===== config.mk =====
export PLATFORM = sky130hd
export DESIGN_NAME = pgperm_judge
export DESIGN_NICKNAME = d
export VERILOG_FILES = /design/src/rtl/pgperm_pkg.sv /design/src/rtl/pgperm_judge.sv
export SDC_FILE = /design/constraint.sdc
export NUM_CORES = 1
export LEC_CHECK = 0
export CORE_AREA = 3 3 40 42
export DETAILED_ROUTE_END_ITERATION = 10
export DIE_AREA = 0 0 43 45
export DONT_BUFFER_PORTS = 1
export GPL_TIMING_DRIVEN = 0
export PLACE_DENSITY_LB_ADDON = 0.25
export SYNTH_ARGS = -nofsm -noshare
export SYNTH_HDL_FRONTEND = slang
export SYNTH_SLANG_ARGS = --single-unit

===== constraint.sdc =====
create_clock -name vclk -period 2.1
set_clock_uncertainty 0.1 [all_clocks]
set_input_delay 0.525 -clock vclk [all_inputs]
set_output_delay 0.525 -clock vclk [all_outputs]
set_load 0.01 [all_outputs]

===== src/rtl/pgperm_pkg.sv =====
package pgperm_pkg;

  typedef enum logic [1:0] {
    ACC_LOAD  = 2'd0,
    ACC_STORE = 2'd1,
    ACC_FETCH = 2'd2,
    ACC_SPARE = 2'd3
  } acc_kind_e;

  typedef enum logic [1:0] {
    FK_NONE  = 2'd0,
    FK_INSTR = 2'd1,
    FK_DATA  = 2'd2
  } fault_kind_e;

  typedef struct packed {
    logic x;
    logic w;
    logic r;
  } rights_t;

  localparam int STW = 32;

  localparam logic [STW-1:0] ST_NONE    = 32'h0000_0000;
  localparam logic [STW-1:0] ST_NOEXEC  = 32'h1000_0000;
  localparam logic [STW-1:0] ST_PROT_LD = 32'h0800_0000;
  localparam logic [STW-1:0] ST_PROT_ST = 32'h0A00_0000;
  localparam logic [STW-1:0] ST_MISS_LD = 32'h4000_0000;
  localparam logic [STW-1:0] ST_MISS_ST = 32'h4200_0000;

  // Key choice by privilege state.
  function automatic logic pick_key(logic user, logic k_user, logic k_sup);
    return user ? k_user : k_sup;
  endfunction

  // Two-table decode of the page protection code.
  function automatic rights_t prot_decode(logic key, logic [1:0] pp, logic nx);
    rights_t rt;
    rt = '0;
    if (!key) begin
      rt.r = 1'b1;
      rt.w = (pp != 2'd3);
    end else begin
      rt.r = (pp != 2'd0);
      rt.w = (pp == 2'd2);
    end
    rt.x = ~nx;
    return rt;
  endfunction

  // Right that an access of a given kind needs.
  function automatic rights_t need_of(acc_kind_e k);
    rights_t rt;
    rt = '0;
    case (k)
      ACC_STORE: rt.w = 1'b1;
      ACC_FETCH: rt.x = 1'b1;
      default:   rt.r = 1'b1;
    endcase
    return rt;
  endfunction

endpackage


===== src/rtl/pgperm_judge.sv =====
module pgperm_judge
  import pgperm_pkg::*;
(
  input  logic [1:0]     acc_kind,
  input  logic           seg_noexec,
  input  logic           xlat_miss,
  input  rights_t        table_rights,
  output logic           ev_noexec,
  output logic           ev_miss,
  output logic           ev_prot,
  output logic           grant,
  output rights_t        rights_out,
  output fault_kind_e    fkind,
  output logic [STW-1:0] status
);

  acc_kind_e kind;
  rights_t   need;
  logic      is_fetch;
  logic      is_store;

  always_comb begin
    kind     = acc_kind_e'(acc_kind);
    is_fetch = (kind == ACC_FETCH);
    is_store = (kind == ACC_STORE);
    need     = need_of(kind);

    // Fault ladder: no-execute, then miss, then protection.
    ev_noexec = is_fetch & seg_noexec;
    ev_miss   = ~ev_noexec & xlat_miss;
    ev_prot   = ~ev_noexec & ~xlat_miss & ((need & ~table_rights) != '0);
    grant     = ~(ev_noexec | ev_miss | ev_prot);

    rights_out = '0;
    if (grant) begin
      rights_out.r = table_rights.r;
      rights_out.x = table_rights.x;
      rights_out.w = table_rights.w & is_store;
    end

    if (grant)         fkind = FK_NONE;
    else if (is_fetch) fkind = FK_INSTR;
    else               fkind = FK_DATA;

    if (ev_noexec)    status = ST_NOEXEC;
    else if (ev_miss) status = is_store ? ST_MISS_ST : ST_MISS_LD;
    else if (ev_prot) status = is_store ? ST_PROT_ST : ST_PROT_LD;
    else              status = ST_NONE;
  end

endmodule


==> results.json, run 1 <==
{
  "synthCells": 57,
  "placed_area_um2": 508,
  "wirelength_um": 790,
  "dp_slack_ns": 0.0260,
  "start_util_pct": 30.2,
  "gp_congestion": 0.782,
  "start_kind": "input port",
  "die-area_um2": 1940,
  "netlist_area_um2": 388,
  "hpwlAfterDp_um": 761,
  "crit_required_ns": 1.47,
  "drv_slew": 0,
  "setup_viol_count_final": 0,
  "fin_hold_ws_ns": 1.01,
  "drt_iter0_drc": 2,
  "rsz0062_at_grt": "true",
  "grt_pass1_wl_um": 1080,
  "finish.utilization_pct": 39.7,
  "track_usage_pct": 6.80,
  "finish.net_count": 95,
  "portBuffers": 0,
  "grt-ovfl-total": 0,
  "vias_per_cell": 3.27,
  "hold_viol": 0,
  "die_y_um": 45,
  "ios": 48,
  "postCtsSetupBuffers": 0,
  "vias": 324,
  "rows": 13,
  "cp-startpoint": "acc_kind[0]",
  "period_minus_slack_ns": 2.00,
  "endpoint": "status[27]",
  "yosysWarnings": 0,
  "crit_fanout": 5,
  "hp-class": "input port to output pin",
  "max_freq_mhz": 499,
  "path_class": "input port to output pin",
  "nClkBuffers": 0,
  "wire_per_inst_um": 7.98,
  "max_cap_violations": 0,
  "antenna_found_initial": 0,
  "drcViolationCount": 0,
  "tns_ns": 0,
  "dr.pass1.iters": 2,
  "drive_above_1_share_pct": 40.5,
  "worstPathArrival_ns": 1.38,
  "die_w_um": 43,
  "areaGrowthSynthToFinish_pct": 31.6,
  "fin_ws_ns": 0.0960,
  "ant_nets": 0,
  "n_antenna_cell": 0,
  "status": "complete, no violations",
  "fill_cells": 146,
  "grt_start_max_net_pins": 7,
  "ys_seq_area_share_pct": 0,
  "grt_pass1_vias": 263,
  "vdd_drop_max_v": 0.0000757,
  "multi_input_area_um2": 248,
  "regArea_um2": 0,
  "final_cell_area_um2": 510,
  "finalCritPeriodShare_pct": 95.4,
  "numSequentialCells": 0,
  "core_um2": 1280,
  "power_density_nw_per_um2": 209,
  "syn_avg_cell_area_um2": 6.80,
  "ys_types": 16,
  "p_leak_uw": 0.000344,
  "endpoint_kind": "output pin"
}
[critical path: stages]
cell and delay [ns]:
inv_1 0.02, ha_1 0.25, nand2_1 0.10, inv_1 0.12, nor3_1 0.36
[kinds of logic after synthesis]
logic type      after synthesis  synth area share [%]
buf+inv                      35                  62.9
compound gates                4                  5.81
fa+ha+maj                     2                  6.45
other cells                   1                 0.967
simple gates                 15                  23.9
[cell usage in the layout (no fill, tap or decap)]
cell      count
and3_1        2
and2_1        1
nor3_1        2
nand2b_2      1
a31oi_1       2
a21oi_1       2
nor2_2        1
nand2b_1      2
nand2_1       2
and2_2        1
and3_4        1
inv_1         5
ha_1          2
conb_1       28
and4_1        1
nor2_1        1
buf_4        30
[per-layer routing]
metal,vias up,GRT usage [%],part of all wire (%)
li1,178,-,-
met2,32,9.58,42
met5,-,0,0
met4,0,0,0
met1,114,11.0,37
met3,0,1.59,21
[synthesized netlist by cell type]
cell       n  share of area [%]
a31oi_1    2                3.2
nand2_1    2                1.9
ha_1       2                6.5
nor3_1     2                2.6
buf_4     30                 58
nor2_1     2                1.9
and3_1     2                3.2
and4_1     1                2.3
nand2b_1   2                3.2
and3_4     1                2.9
nand2b_2   1                2.3
a21oi_1    2                2.6
conb_1     1               0.97
and2_2     1                1.9
and2_1     1                1.6
inv_1      5                4.8
[through the flow]
| stage | power (uW) | std cells |
|---|---|---|
| final | 107 | 99 |
| after global routing | 117 | 99 |
| after CTS | 104 | 99 |
| after detailed placement | 104 | 99 |
| after global placement | 103 | 99 |
| after floorplan | 97.5 | 84 |
[what timing repair did]
| item | CTS | global route |
|---|---|---|
| hold buffers | 0 | 0 |
| endpoints found under the hold margin | 0 | 0 |
| gates resized for setup | 0 | 1 |
| endpoints found under the setup margin | 0 | 1 |
[worst min path at each step]
stage | start | end | slack (ns) | cells past startpoint
floorplan | xlat_miss | ev_prot | 1.00 | 1
global placement | xlat_miss | ev_prot | 1.01 | 1
detailed placement | xlat_miss | status[27] | 1.01 | 1
CTS | xlat_miss | status[27] | 1.01 | 1
global route | xlat_miss | status[27] | 1.01 | 1
finish | xlat_miss | ev_prot | 1.01 | 1
[layout make-up]
class,instances,share of cell area [%]
plain buffers,30,44.1
well taps,15,3.68
multi-input cells,49,48.5
inverters,5,3.68
[where the power goes]
group / leakage (uW) / internal, uW / switching [uW] / total (uW)
sequential: 0 / 0 / 0 / 0
combinational: 0.000344 / 50.3 / 56.3 / 107
clock: 0 / 0 / 0 / 0
total: 0.000344 / 50.3 / 56.3 / 107
Power figures use the tool's default switching activity.
==> run 2, diff against run 1 <==
Settings changed: CORE_AREA 3 3 40 42 to 2 2 39 41, DIE_AREA 0 0 43 45 to 0 0 41 43, PLACE_DENSITY_LB_ADDON 0.25 to not set.
==> run 2 against run 1 <==
Wire length is 10% lower; maximum frequency down 0.80%; critical path depth stayed put; power fell by 0.12%; largest cell class unchanged; worst setup slack worse by 0.016 ns; cell area grew 1.2%; sequential share of layout area did not move.
==> results.json, run 2 (same netlist as run 1, synthesis figures left out) <==
{
  "die-area_um2": 1760,
  "wl_met1_um": 256,
  "drcViolationCount": 0,
  "hpwlAfterDp_um": 695,
  "grt_start_max_net_pins": 7,
  "max_freq_mhz": 495,
  "worstPathArrival_ns": 1.40,
  "crit_path_top_delay_cell": "ha_1",
  "wl_met2_um": 273,
  "final_cells": 100,
  "wirelength_um": 710,
  "areaGrowthSynthToFinish_pct": 33.2,
  "hold_viol": 0,
  "numSequentialCells": 0,
  "crit_required_ns": 1.47,
  "cp.buffers_inverters": 1,
  "drive_above_1_share_pct": 41.7,
  "setup_viol_count_final": 0,
  "dr_wl_met3_um": 180,
  "die_y_um": 43,
  "final_common_cell": "buf_4",
  "layout_common_cells": "buf_4, conb_1, inv_1",
  "dp.cells": 100,
  "p_leak_uw": 0.000346,
  "core_um2": 1380,
  "start_kind": "input port",
  "placed_area_um2": 509,
  "grt-ovfl-total": 0,
  "vias": 335,
  "critPathTopFamily": "simple AND/OR/NAND/NOR gates",
  "power_density_nw_per_um2": 206,
  "rsz0062_at_grt": "true",
  "rows": 14,
  "portBuffers": 0,
  "worstPathCellList": "inv_1, ha_1, nand2b_1, and3_4, and4_1",
  "postCtsSetupBuffers": 0,
  "endpoint_kind": "output pin",
  "die_w_um": 41,
  "finish.net_count": 95,
  "period_minus_slack_ns": 2.02,
  "wire_per_inst_um": 7.10,
  "start_util_pct": 28.0,
  "antenna_found_initial": 0,
  "grt_pass1_vias": 231,
  "ant_nets": 0,
  "n_antenna_cell": 0,
  "max_cap_violations": 0,
  "routed.top_layer": "met3",
  "fill_cells": 158,
  "dr.pass1.iters": 2,
  "drt_iter0_drc": 5,
  "track_usage_pct": 6.69,
  "tns_ns": 0,
  "regArea_um2": 0,
  "vdd_drop_max_v": 0.0000772,
  "crit_fanout": 6,
  "final_cell_area_um2": 517,
  "drv_slew": 0,
  "ios": 48,
  "vias_per_cell": 3.35,
  "nClkBuffers": 0,
  "cp_slowest_stage_delay_ns": 0.27,
  "hp-class": "input port to output pin",
  "grt_pass1_wl_um": 876,
  "path_class": "input port to output pin",
  "cts_hold_buf": 0,
  "status": "complete, no violations",
  "gp_congestion": 0.656,
  "finalCritPeriodShare_pct": 96.2
}
==> run 2: cell count changes in the layout (fill, tap and decap cells not counted) <==
cell	delta
nor3_2	+1
nor3_1	-1
==> run 2: metal layers <==
| metal | GRT usage [%] | up-vias |
|---|---|---|
| met5 | 0 | - |
| met3 | 3.14 | 0 |
| met1 | 7.91 | 123 |
| met4 | 0 | 0 |
| li1 | - | 177 |
| met2 | 11.3 | 35 |
==> run 2: power by group <==
part           total [uW]  leakage (uW)  internal [uW]  switching (uW)
Sequential              0             0              0               0
Clock                   0             0              0               0
Combinational         106      0.000346           50.5            55.9
Total                 106      0.000346           50.5            55.9
==> run 2: per-stage QoR <==
stage | setup WS, ns | hold slack (ns) | util [%] | total power [uW]
after CTS | 0.0426 | 1.01 | 36.8 | 104
after global placement | 0.0579 | 1.01 | 36.8 | 103
after global routing | -0.0113 | 0.990 | 37.3 | 119
after detailed placement | 0.0419 | 1.01 | 36.8 | 104
after floorplan | 0.132 | 1.00 | - | 97.5
final | 0.0798 | 0.984 | 37.3 | 106
==> run 2: worst paths after layout <==
path | start | end | slack (ns) | cells after the start
hold / removal | xlat_miss | status[27] | 0.98 | 1
setup / recovery | acc_kind[0] | rights_out[1] | 0.08 | 5
==> run 2: final cells by class <==
| type | instances | area, um2 | share of cell area (%) |
|---|---|---|---|
| plain buffers | 30 | 225 | 43.6 |
| inverters | 5 | 18.8 | 3.63 |
| well taps | 16 | 20.0 | 3.87 |
| multi-input cells | 49 | 253 | 48.9 |
==> run 2: repair_timing <==
action	in CTS	in global routing
endpoints found under the setup margin	0	2
endpoints found under the hold margin	0	0
gates resized for setup	0	2
==> run 3, diff against run 2 <==
--- a/config.mk
+++ b/config.mk
@@ -6,9 +6,9 @@
 export NUM_CORES = 1
 export LEC_CHECK = 0
+export CAP_MARGIN = 20
 export CORE_AREA = 2 2 39 41
 export DETAILED_ROUTE_END_ITERATION = 10
 export DIE_AREA = 0 0 41 43
 export DONT_BUFFER_PORTS = 1
-export GPL_TIMING_DRIVEN = 0
 export SYNTH_ARGS = -nofsm -noshare
 export SYNTH_HDL_FRONTEND = slang
==> constraint.sdc (replaced) <==
create_clock -name vclk -period 2.1
set_clock_uncertainty 0.1 [all_clocks]
set_input_delay 0 -clock vclk [all_inputs]
set_output_delay 0 -clock vclk [all_outputs]
set_load 0.01 [all_outputs]
==> run 3 against run 2 <==
Global-route usage down 1.0 points; non-clock buffer count decreased by 29; clock-buffer cell count is the same; sequential share of layout area unchanged; critical path depth down 3; combinational power decreased by 39%; first-iteration DRC count shrank 20%; cell area shrank 43%; die area stayed put; maximum frequency increased by 100%; sequential cell count unchanged; highest routed layer unchanged.
==> results.json, run 3 (same netlist as run 1, synthesis figures left out) <==
{
  "path_class": "input port to output pin",
  "wire_per_inst_um": 8.65,
  "max_cap_violations": 0,
  "vias": 264,
  "p_sw_uw": 49.3,
  "grt_pass1_wl_um": 731,
  "power_density_nw_per_um2": 220,
  "ios": 48,
  "antenna_found_initial": 0,
  "dp.cells": 70,
  "status": "complete, no violations",
  "die_y_um": 43,
  "nClkBuffers": 0,
  "combPwrFrac_pct": 100.0,
  "drt_iter0_drc": 4,
  "cp_slowest_stage_delay_ns": 0.55,
  "areaGrowthSynthToFinish_pct": -24.2,
  "n_antenna_cell": 0,
  "period_minus_slack_ns": 0.988,
  "crit_required_ns": 2.00,
  "endpoint_kind": "output pin",
  "start_util_pct": 28.0,
  "dp_slack_ns": 1.12,
  "hold_viol": 0,
  "drive_above_1_share_pct": 5.45,
  "worstPathArrival_ns": 0.89,
  "gp_congestion": 0.610,
  "rsz0062_at_grt": "false",
  "clockPowerShare_pct": 0,
  "tns_ns": 0,
  "vias_per_cell": 3.72,
  "finalCritPeriodShare_pct": 47.1,
  "hp-class": "input port to output pin",
  "drv_slew": 0,
  "cp.buffers_inverters": 1,
  "worstPathCellList": "dlygate4sd3_1, nor3_1",
  "power_uw": 64.8,
  "track_usage_pct": 5.69,
  "final_cells": 71,
  "rows": 14,
  "portBuffers": 0,
  "wirelength_um": 614,
  "internal_power_uw": 15.5,
  "p_leak_uw": 0.000185,
  "grt_start_max_net_pins": 7,
  "regArea_um2": 0,
  "final_cell_area_um2": 294,
  "final_common_cell": "conb_1",
  "dr.pass1.iters": 2,
  "grt_pass1_vias": 187,
  "grt-ovfl-total": 0,
  "die-area_um2": 1760,
  "finish.net_count": 66,
  "ant_nets": 0,
  "fin_ws_ns": 1.11,
  "post_cts_resize_count": 0,
  "start_kind": "input port",
  "drcViolationCount": 0,
  "p_seq_share_pct": 0,
  "p_sw_share_pct": 76.1,
  "crit_path_top_delay_cell": "dlygate4sd3_1",
  "setup_viol_count_final": 0,
  "crit_fanout": 4,
  "vdd_drop_max_v": 0.0000528,
  "numSequentialCells": 0,
  "critPathTopFamily": "buffers and inverters",
  "die_w_um": 41,
  "core_um2": 1380,
  "placed_area_um2": 284,
  "max_freq_mhz": 1010,
  "layout_common_cells": "conb_1, inv_1",
  "hpwlAfterDp_um": 567
}
## run 3: changes by cell type in the layout (fill, tap and decap cells not counted)
cell,before,now
nor2_2,1,0
dlygate4sd3_1,0,1
buf_4,30,0
nor3_2,1,0
nor2_1,1,2
nor3_1,1,2
## run 3: area by class of cell
class                           instances  area [um2]
Timing Repair Buffer                    1        10.0
Fill cell                             175        1090
Multi-Input combinational cell         49         245
Tap cell                               16        20.0
Inverter                                5        18.8
## run 3: stage by stage
| stage | util, % | hold slack, ns |
|---|---|---|
| floorplan | - | -0.0456 |
| global placement | 20.5 | -0.0415 |
| detailed placement | 20.5 | -0.0424 |
| CTS | 21.2 | 0.0147 |
| global route | 21.2 | 0.0294 |
| finish | 21.2 | 0.00956 |
## run 3: path summary, 6_finish.rpt
path / to / slack, ns / cells after the start / from
setup / recovery: ev_prot / 1.11 / 2 / xlat_miss
hold / removal: fkind[0] / 0.01 / 1 / table_rights[2]
## run 3: timing repair
action,CTS,global route
hold buffers,1,0
endpoints found under the hold margin,2,0
setup buffers,0,0
## run 3: layer usage
layer  track usage, %  up-vias  part of all wire (%)
li1                 -      118                     -
met1             7.59      111                    41
met2             9.69       35                    38
met3             1.05        0                    21
met4                0        0                     0
met5                0        -                     0
## run 3: power groups by stage
stage               clock, uW  sequential [uW]  combinational [uW]
floorplan                   0                0                97.5
finish                      0                0                64.8
global route                0                0                74.4
global placement            0                0                61.7
detailed placement          0                0                62.0
CTS                         0                0                64.0
